`config.mk`:
```
export PLATFORM = sky130hd
export DESIGN_NAME = therm_flash_encoder
export DESIGN_NICKNAME = d
export VERILOG_FILES = /design/src/rtl/tfe_pkg.sv /design/src/rtl/tfe_sample_reg.sv /design/src/rtl/tfe_bubble_filter.sv /design/src/rtl/tfe_gray_encode.sv /design/src/rtl/tfe_gray_to_bin.sv /design/src/rtl/therm_flash_encoder.sv
export SDC_FILE = /design/constraint.sdc
export NUM_CORES = 1
export LEC_CHECK = 0
export ABC_CLOCK_PERIOD_IN_PS = 2700
export CELL_PAD_IN_SITES_DETAIL_PLACEMENT = 0
export CELL_PAD_IN_SITES_GLOBAL_PLACEMENT = 2
export CORE_ASPECT_RATIO = 1.2
export CORE_MARGIN = 1.5
export CORE_UTILIZATION = 29
export DETAILED_ROUTE_END_ITERATION = 8
export PLACE_DENSITY = 0.76
export SLEW_MARGIN = 20
export SYNTH_ARGS = -nofsm -noshare
export SYNTH_HDL_FRONTEND = slang
export SYNTH_SLANG_ARGS = --single-unit
```
`constraint.sdc`:
```
create_clock -name clk -period 2.7 [get_ports clk]
set_clock_uncertainty 0.1 [all_clocks]
set_input_delay 0.27 -clock clk [delete_from_list [all_inputs] [get_ports clk]]
set_output_delay 0.27 -clock clk [all_outputs]
set_load 0.05 [all_outputs]
```
`src/rtl/tfe_pkg.sv`:
```
package tfe_pkg;

    // Default resolution of the converter this encoder serves.
    localparam int ADC_BITS   = 4;
    localparam int ADC_LEVELS = (1 << ADC_BITS) - 1;
    localparam int PIPE_DEPTH = 2;

    // Majority of three, used by the bubble filter.
    function automatic logic maj3(input logic a, input logic b, input logic c);
        return (a & b) | (a & c) | (b & c);
    endfunction

    // True when the lowest n bits of w form a run of ones followed by zeros.
    function automatic logic is_thermo(input logic [63:0] w, input int n);
        logic seen_zero;
        seen_zero = 1'b0;
        for (int i = 0; i < n; i++) begin
            if (!w[i])
                seen_zero = 1'b1;
            else if (seen_zero)
                return 1'b0;
        end
        return 1'b1;
    endfunction

    // Decides whether level k (1-based) feeds Gray bit j.
    function automatic logic feeds_gray(input int k, input int j);
        return (k % (1 << (j + 1))) == (1 << j);
    endfunction

endpackage

```
`src/rtl/tfe_sample_reg.sv`:
```
module tfe_sample_reg #(
    parameter int WIDTH = tfe_pkg::ADC_LEVELS
) (
    input  logic             clk,
    input  logic             rst,
    input  logic [WIDTH-1:0] d,
    output logic [WIDTH-1:0] q,
    output logic             live
);

    // Every comparator bit is taken on the same edge.
    always_ff @(posedge clk) begin
        if (rst) begin
            q    <= '0;
            live <= 1'b0;
        end else begin
            q    <= d;
            live <= 1'b1;
        end
    end

endmodule

```
`src/rtl/tfe_bubble_filter.sv`:
```
module tfe_bubble_filter #(
    parameter int WIDTH = tfe_pkg::ADC_LEVELS
) (
    input  logic [WIDTH-1:0] raw,
    output logic [WIDTH-1:0] clean
);

    // Padded word: a 1 sits below the lowest level and a 0 above the highest.
    logic [WIDTH+1:0] padded;
    assign padded = {1'b0, raw, 1'b1};

    for (genvar k = 0; k < WIDTH; k++) begin : g_vote
        assign clean[k] = tfe_pkg::maj3(padded[k], padded[k+1], padded[k+2]);
    end

endmodule

```
`src/rtl/tfe_gray_encode.sv`:
```
module tfe_gray_encode #(
    parameter  int NBITS = tfe_pkg::ADC_BITS,
    localparam int NLVL  = (1 << NBITS) - 1
) (
    input  logic [NLVL-1:0]  therm,
    output logic [NBITS-1:0] gray
);

    // Each Gray bit is the XOR of the levels that are odd multiples of its weight.
    for (genvar j = 0; j < NBITS; j++) begin : g_bit
        always_comb begin
            gray[j] = 1'b0;
            for (int k = 1; k <= NLVL; k++) begin
                if (tfe_pkg::feeds_gray(k, j))
                    gray[j] = gray[j] ^ therm[k-1];
            end
        end
    end

endmodule

```
`src/rtl/tfe_gray_to_bin.sv`:
```
module tfe_gray_to_bin #(
    parameter int NBITS = tfe_pkg::ADC_BITS
) (
    input  logic [NBITS-1:0] gray,
    output logic [NBITS-1:0] bin
);

    assign bin[NBITS-1] = gray[NBITS-1];

    // The XOR chain runs from the top bit downwards.
    for (genvar j = NBITS - 2; j >= 0; j--) begin : g_chain
        assign bin[j] = bin[j+1] ^ gray[j];
    end

endmodule

```
`src/rtl/therm_flash_encoder.sv`:
```
module therm_flash_encoder #(
    parameter  int NBITS = tfe_pkg::ADC_BITS,
    localparam int NLVL  = (1 << NBITS) - 1,
    localparam int MID   = (1 << (NBITS - 1)) - 1
) (
    input  logic             clk,
    input  logic             rst,
    input  logic [NLVL-1:0]  cmp_in,
    output logic [NBITS-1:0] code_out,
    output logic             code_valid
);

    logic [NLVL-1:0]  sampled;
    logic             sampled_live;
    logic [NLVL-1:0]  cleaned;
    logic [NBITS-1:0] gray_w;
    logic [NBITS-1:0] bin_w;

    tfe_sample_reg #(.WIDTH(NLVL)) u_sample (
        .clk  (clk),
        .rst  (rst),
        .d    (cmp_in),
        .q    (sampled),
        .live (sampled_live)
    );

    tfe_bubble_filter #(.WIDTH(NLVL)) u_filter (
        .raw   (sampled),
        .clean (cleaned)
    );

    tfe_gray_encode #(.NBITS(NBITS)) u_gray (
        .therm (cleaned),
        .gray  (gray_w)
    );

    tfe_gray_to_bin #(.NBITS(NBITS)) u_bin (
        .gray (gray_w),
        .bin  (bin_w)
    );

    always_ff @(posedge clk) begin
        if (rst) begin
            code_out   <= '0;
            code_valid <= 1'b0;
        end else begin
            code_out   <= bin_w;
            code_valid <= sampled_live;
        end
    end

    // reset clears the output stage
    p_reset_clears_r1: assert property (@(posedge clk)
        $past(rst) |-> (code_out == '0 && !code_valid));

    // once valid, stays valid until reset
    p_valid_holds_r2: assert property (@(posedge clk) disable iff (rst)
        code_valid |=> code_valid);

    // a word that is already a thermometer code passes the filter unchanged
    p_filter_transparent_r6: assert property (@(posedge clk) disable iff (rst)
        tfe_pkg::is_thermo(64'(sampled), NLVL) |-> (cleaned == sampled));

    // the top output bit follows the cleaned midpoint level
    p_msb_midpoint_r8: assert property (@(posedge clk) disable iff (rst)
        code_valid |-> (code_out[NBITS-1] == $past(cleaned[MID])));

    // a full-scale sample gives the maximum code
    p_full_scale_r5: assert property (@(posedge clk) disable iff (rst)
        (code_valid && $past(&sampled)) |-> (&code_out));

    // an empty sample gives code zero
    p_zero_scale_r5: assert property (@(posedge clk) disable iff (rst)
        (code_valid && $past(sampled == '0)) |-> (code_out == '0));

endmodule

```
======== Word-level counts from Yosys, hierarchy flattened ========
Index checks and enable logic that the tools add are counted.
Widths: inputs -> output; s select.
operators by class
  muxes and demuxes ....................... 1
  bitwise operators ....................... 69
operators with widths
  cell         count
  $or 1x1->1   28
  $and 1x1->1  27
  $xor 1x1->1  14
  $mux 1       1
word-level totals
  bits in registers ....................... 21
  input bits .............................. 17
  output and inout bits ................... 5

======== Longest topological paths before layout ========
  depth after elaboration ................. 11
  gate-level depth with buffers ........... 6
  gate-level depth less buffers ........... 6

======== By module ========
From an unflattened synthesis, not the netlist that was laid out.
unflattened totals
  cell total of the unflattened synthesis .. 75
  area, all modules ....................... 905.9 µm²
by module, submodules not included
  module               times used  cells each  area each (µm²)
  tfe_sample_reg       1           33          461.7
  tfe_bubble_filter    1           15          158.9
  therm_flash_encoder  1           10          131.4
  tfe_gray_encode      1           12          103.8
  tfe_gray_to_bin      1           5           50.0

======== Worst setup path before layout ========
OpenSTA, ideal clock, no wires.
  path kind ............................... register -> register
  start ................................... register u_sample.q[6]
  end ..................................... register code_out[0]
  setup time .............................. 0.115 ns
  arrival ................................. 1.723 ns
  slack ................................... 0.762 ns
  cell stages (with the launch flop) ...... 7
  clock period less this slack ............ 1.938 ns
  path through ............................ dfxtp_1 maj3_4 xor2_2 xnor2_1 xnor2_1 xnor3_1 and2_1
between the ends
  cells in the longest elaborated chain, start to end .. 9
RTL lines
  element                   line                       RTL
  start, declared           tfe_sample_reg.sv:7        output logic [WIDTH-1:0] q,
  start signal, assigned    tfe_sample_reg.sv:14       q <= '0;
  start signal, assigned    tfe_sample_reg.sv:17       q <= d;
  $and 1x1->1               tfe_pkg.sv:10              return (a & b) | (a & c) | (b & c);
  $or 1x1->1 (2 in a row)   tfe_pkg.sv:10
  $xor 1x1->1 (5 in a row)  tfe_gray_encode.sv:15      gray[j] = gray[j] ^ therm[k-1];
  $xor 1x1->1 *             tfe_gray_to_bin.sv:12      assign bin[j] = bin[j+1] ^ gray[j];
  end signal, assigned      therm_flash_encoder.sv:47  code_out <= bin_w;
  end, declared             therm_flash_encoder.sv:9   output logic [NBITS-1:0] code_out,
Mark *: on every way between the ends. The rest lies on a longest branch, timed or not.
A chain may end at the register's enable or synchronous reset.

======== Final worst setup path ========
Ends and elaborated chain as after synthesis.

==> metrics.csv <==
stage;metric;value;unit
yosys;largest cells by area after synthesis;dfxtp_1, nor2b_1, xnor2_1, maj3_2, maj3_1;
yosys;Post-Synthesis Cell Area;883.3;sq um
cts;clock sink count;21;
yosys;syn avg cell area;10.91;sq um
floorplanning;Core ar.;2838;sq um
sta;Max-slew headroom;67.15;%
power_and_ir_drop;Reg power frac;51.1;%
floorplanning;die area;3387;sq um
routing;top layer in use;met4;
worst_setup_path;CP required;2800;ps
worst_setup_path;crit path kind;flip-flop to flip-flop;
worst_setup_path;CP Launch Type;flip-flop;
yosys;Seq/Total Area, Yosys;47.59;%
power_and_ir_drop;Power, Total;689.8;uW
routing;DRT Wirelength;1350;um
sta;fmax;0.4914;GHz
worst_setup_path;Max Fanout on Critical Path;5;
sta;Tcrit/Tclk final;75.37;%
cells_and_area;final core utilization;41.09;%
cells_and_area;final std cell area, no fill;1166;sq um
cells_and_area;Final Net Count;124;
yosys;Synthesis Warnings;0;
cts;CTS Buffer Depth;2;
routing;DRC viols;0;
yosys;Netlist cell types;21;
sta;setup TNS;0;ps
global_routing;GRT overflow;0;
cells_and_area;n_diodes;0;
power_and_ir_drop;leakage;0.4499;nW
worst_setup_path;CP startpoint;u_sample.q[6];
global_routing;initial antenna violation count;0;
cells_and_area;leading cell types in the layout, fill and taps excluded;dfxtp_1, clkdlybuf4s50_1, nor2b_1, xnor2_1;
floorplanning;Die Y-Extent;63.46;um
yosys;gate count after technology mapping;81;
worst_setup_path;RR Startpoint;u_sample.q[6];
placement;input/output buffers;21;
sta;final hold slack;350.2;ps
power_and_ir_drop;P per Cell Area;591.6;nW/um^2
cts;post-CTS setup buffer count;0;
floorplanning;Initial Util;31.13;%
placement;Placed Instances;136;
cells_and_area;layout cell share with drive strength beyond 1;11.32;%
power_and_ir_drop;Clk pwr share;21.2;%
power_and_ir_drop;Pint;496.9;uW
cts;CTS tree;yes;
cts;CTS Hold Bufs;0;
yosys;largest family of logic cells by synthesized area;XOR/XNOR gates;
cts;htree depth;1;
floorplanning;Rows;21;
routing;routed wl met3;37;um
yosys;post-synthesis mux area share;2.266;%
power_and_ir_drop;switch share;27.97;%
sta;final setup violating endpoints;0;
sta;final worst slack;664.9;ps
yosys;XOR/XNOR Fraction of Synth Area;17.28;%
sta;max-slew violations;0;
power_and_ir_drop;Logic pwr share;27.7;%
yosys;leading area contributor after synthesis;dfxtp_1;
placement;placed cell areas;1140;sq um
routing;Routed Antenna Nets;0;
floorplanning;I/O pins;22;
cts;clk root buf;clkbuf_4;
worst_setup_path;Critical Path AT;2140;ps
yosys;Post-Synth Adder-Cell Area;10.06;%
routing;first-pass detailed-route iteration total;2;
power_and_ir_drop;sw power;192.9;uW
cells_and_area;Area Overhead vs Synth;32.01;%
routing;Avg WL per Cell;9.643;um
global_routing;first-pass GRT wire length;2270;um
placement;dpl ws;686.5;ps
routing;Vias;600;
sta;endpoints failing hold;0;
yosys;Yosys top cell area share;47.59;%
placement;GPL Wtd Cong;0.7773;
routing;routed vias/inst;4.286;
yosys;#FFs+latches synth;21;
min_path;Hold Path Origin;u_sample.live;
cells_and_area;FILL cells;300;
worst_setup_path;CP Capture Type;flip-flop;
routing;met2 WL;685;um
global_routing;vias in the first global route;563;
floorplanning;DIE WIDTH;53.38;um
min_path;worst hold-check path type;flip-flop to flip-flop;
cells_and_area;Post-Layout Cell Count;140;
sta;Slew @ Worst Pin;491.1;ps
yosys;Synth Area in Compound Gates;4.674;%
yosys;post-synthesis simple-gate area fraction;16.86;%
global_routing;total track usage;9.280;%
global_routing;pin count of the biggest net entering global routing;12;
cts;total CTS buffers;3;
routing;WL met1;585;um
routing;drt first-iter violations;6;
cts;post-CTS sizing;0;
power_and_ir_drop;maximum vdd drop;287.5;uV
cts;worst skew pair latency;300;ps
run;max-cap violation count;0;
placement;HPWL Detailed;1102;um
status;outcome;finished, final reports clean;
yosys;syn_nets;98;
sta;Tmin final;2035;ps
cts;Worst-path clk slew;110;ps
sta;RSZ-0062 raised after global routing;no;
## cells in the mapped netlist, drive strengths merged
master and n:
dfxtp 21, nor2b 16, xnor2 11, maj3 8, nor2 4, nand2 3, xor2 3, a21oi 2
and2 2, inv 2, mux2i 2, o22ai 2, a22o 1, and3b 1, clkbuf 1, o22a 1
xnor3 1
## state kept, by name, indices dropped and copies added (netlist names)
signal and flops:
u_sample.q 15, code_out 4, code_valid 1, u_sample.live 1
## critical path: stages (launching register included)
cell,delay [ps]
dfxtp_1,390
maj3_4,370
xor2_2,160
xnor2_1,200
xnor2_1,160
xnor3_1,400
and2_1,150
## worst paths after layout
kind	slack, ps	endpoint	depth (start not counted)
worst min-delay path	350	code_valid	1
worst max register to register	660	code_out[0]	6
worst min register to register	350	code_valid	1
worst max-delay path	660	code_out[0]	6
## power by group through the flow
stage	combinational, mW	clock, mW	sequential, mW
after detailed placement	0.193	0	0.360
after global placement	0.191	0	0.360
after floorplan	0.0882	0	0.404
final	0.191	0.146	0.353
after global routing	0.204	0.172	0.356
after CTS	0.193	0.155	0.353
## cell type report
class | instances | area [sq um] | share of cell area [%]
Tap cell | 34 | 42.54 | 3.648
Inverter | 2 | 7.507 | 0.6438
Multi-Input combinational cell | 57 | 451.7 | 38.73
Timing Repair Buffer | 22 | 217.7 | 18.67
Sequential cell | 21 | 420.4 | 36.05
Clock buffer | 4 | 26.28 | 2.253
## per-layer routing
| layer | vias to the layer above | track usage (%) |
|---|---|---|
| met5 | - | 0 |
| met4 | 0 | 7.692 |
| met3 | 4 | 1.422 |
| met2 | 16 | 14.35 |
| met1 | 266 | 10.80 |
| li1 | 314 | - |
## kinds of logic (layout without fill, tap and decap cells)
logic type      count (synthesis)  in the layout
simple gates                   26             26
flops                          21             21
xor+xnor                       15             15
fa+ha+maj                       8              8
compound gates                  6              6
buf+inv                         3             28
mux                             2              2
(Power assumes the default switching activity.)
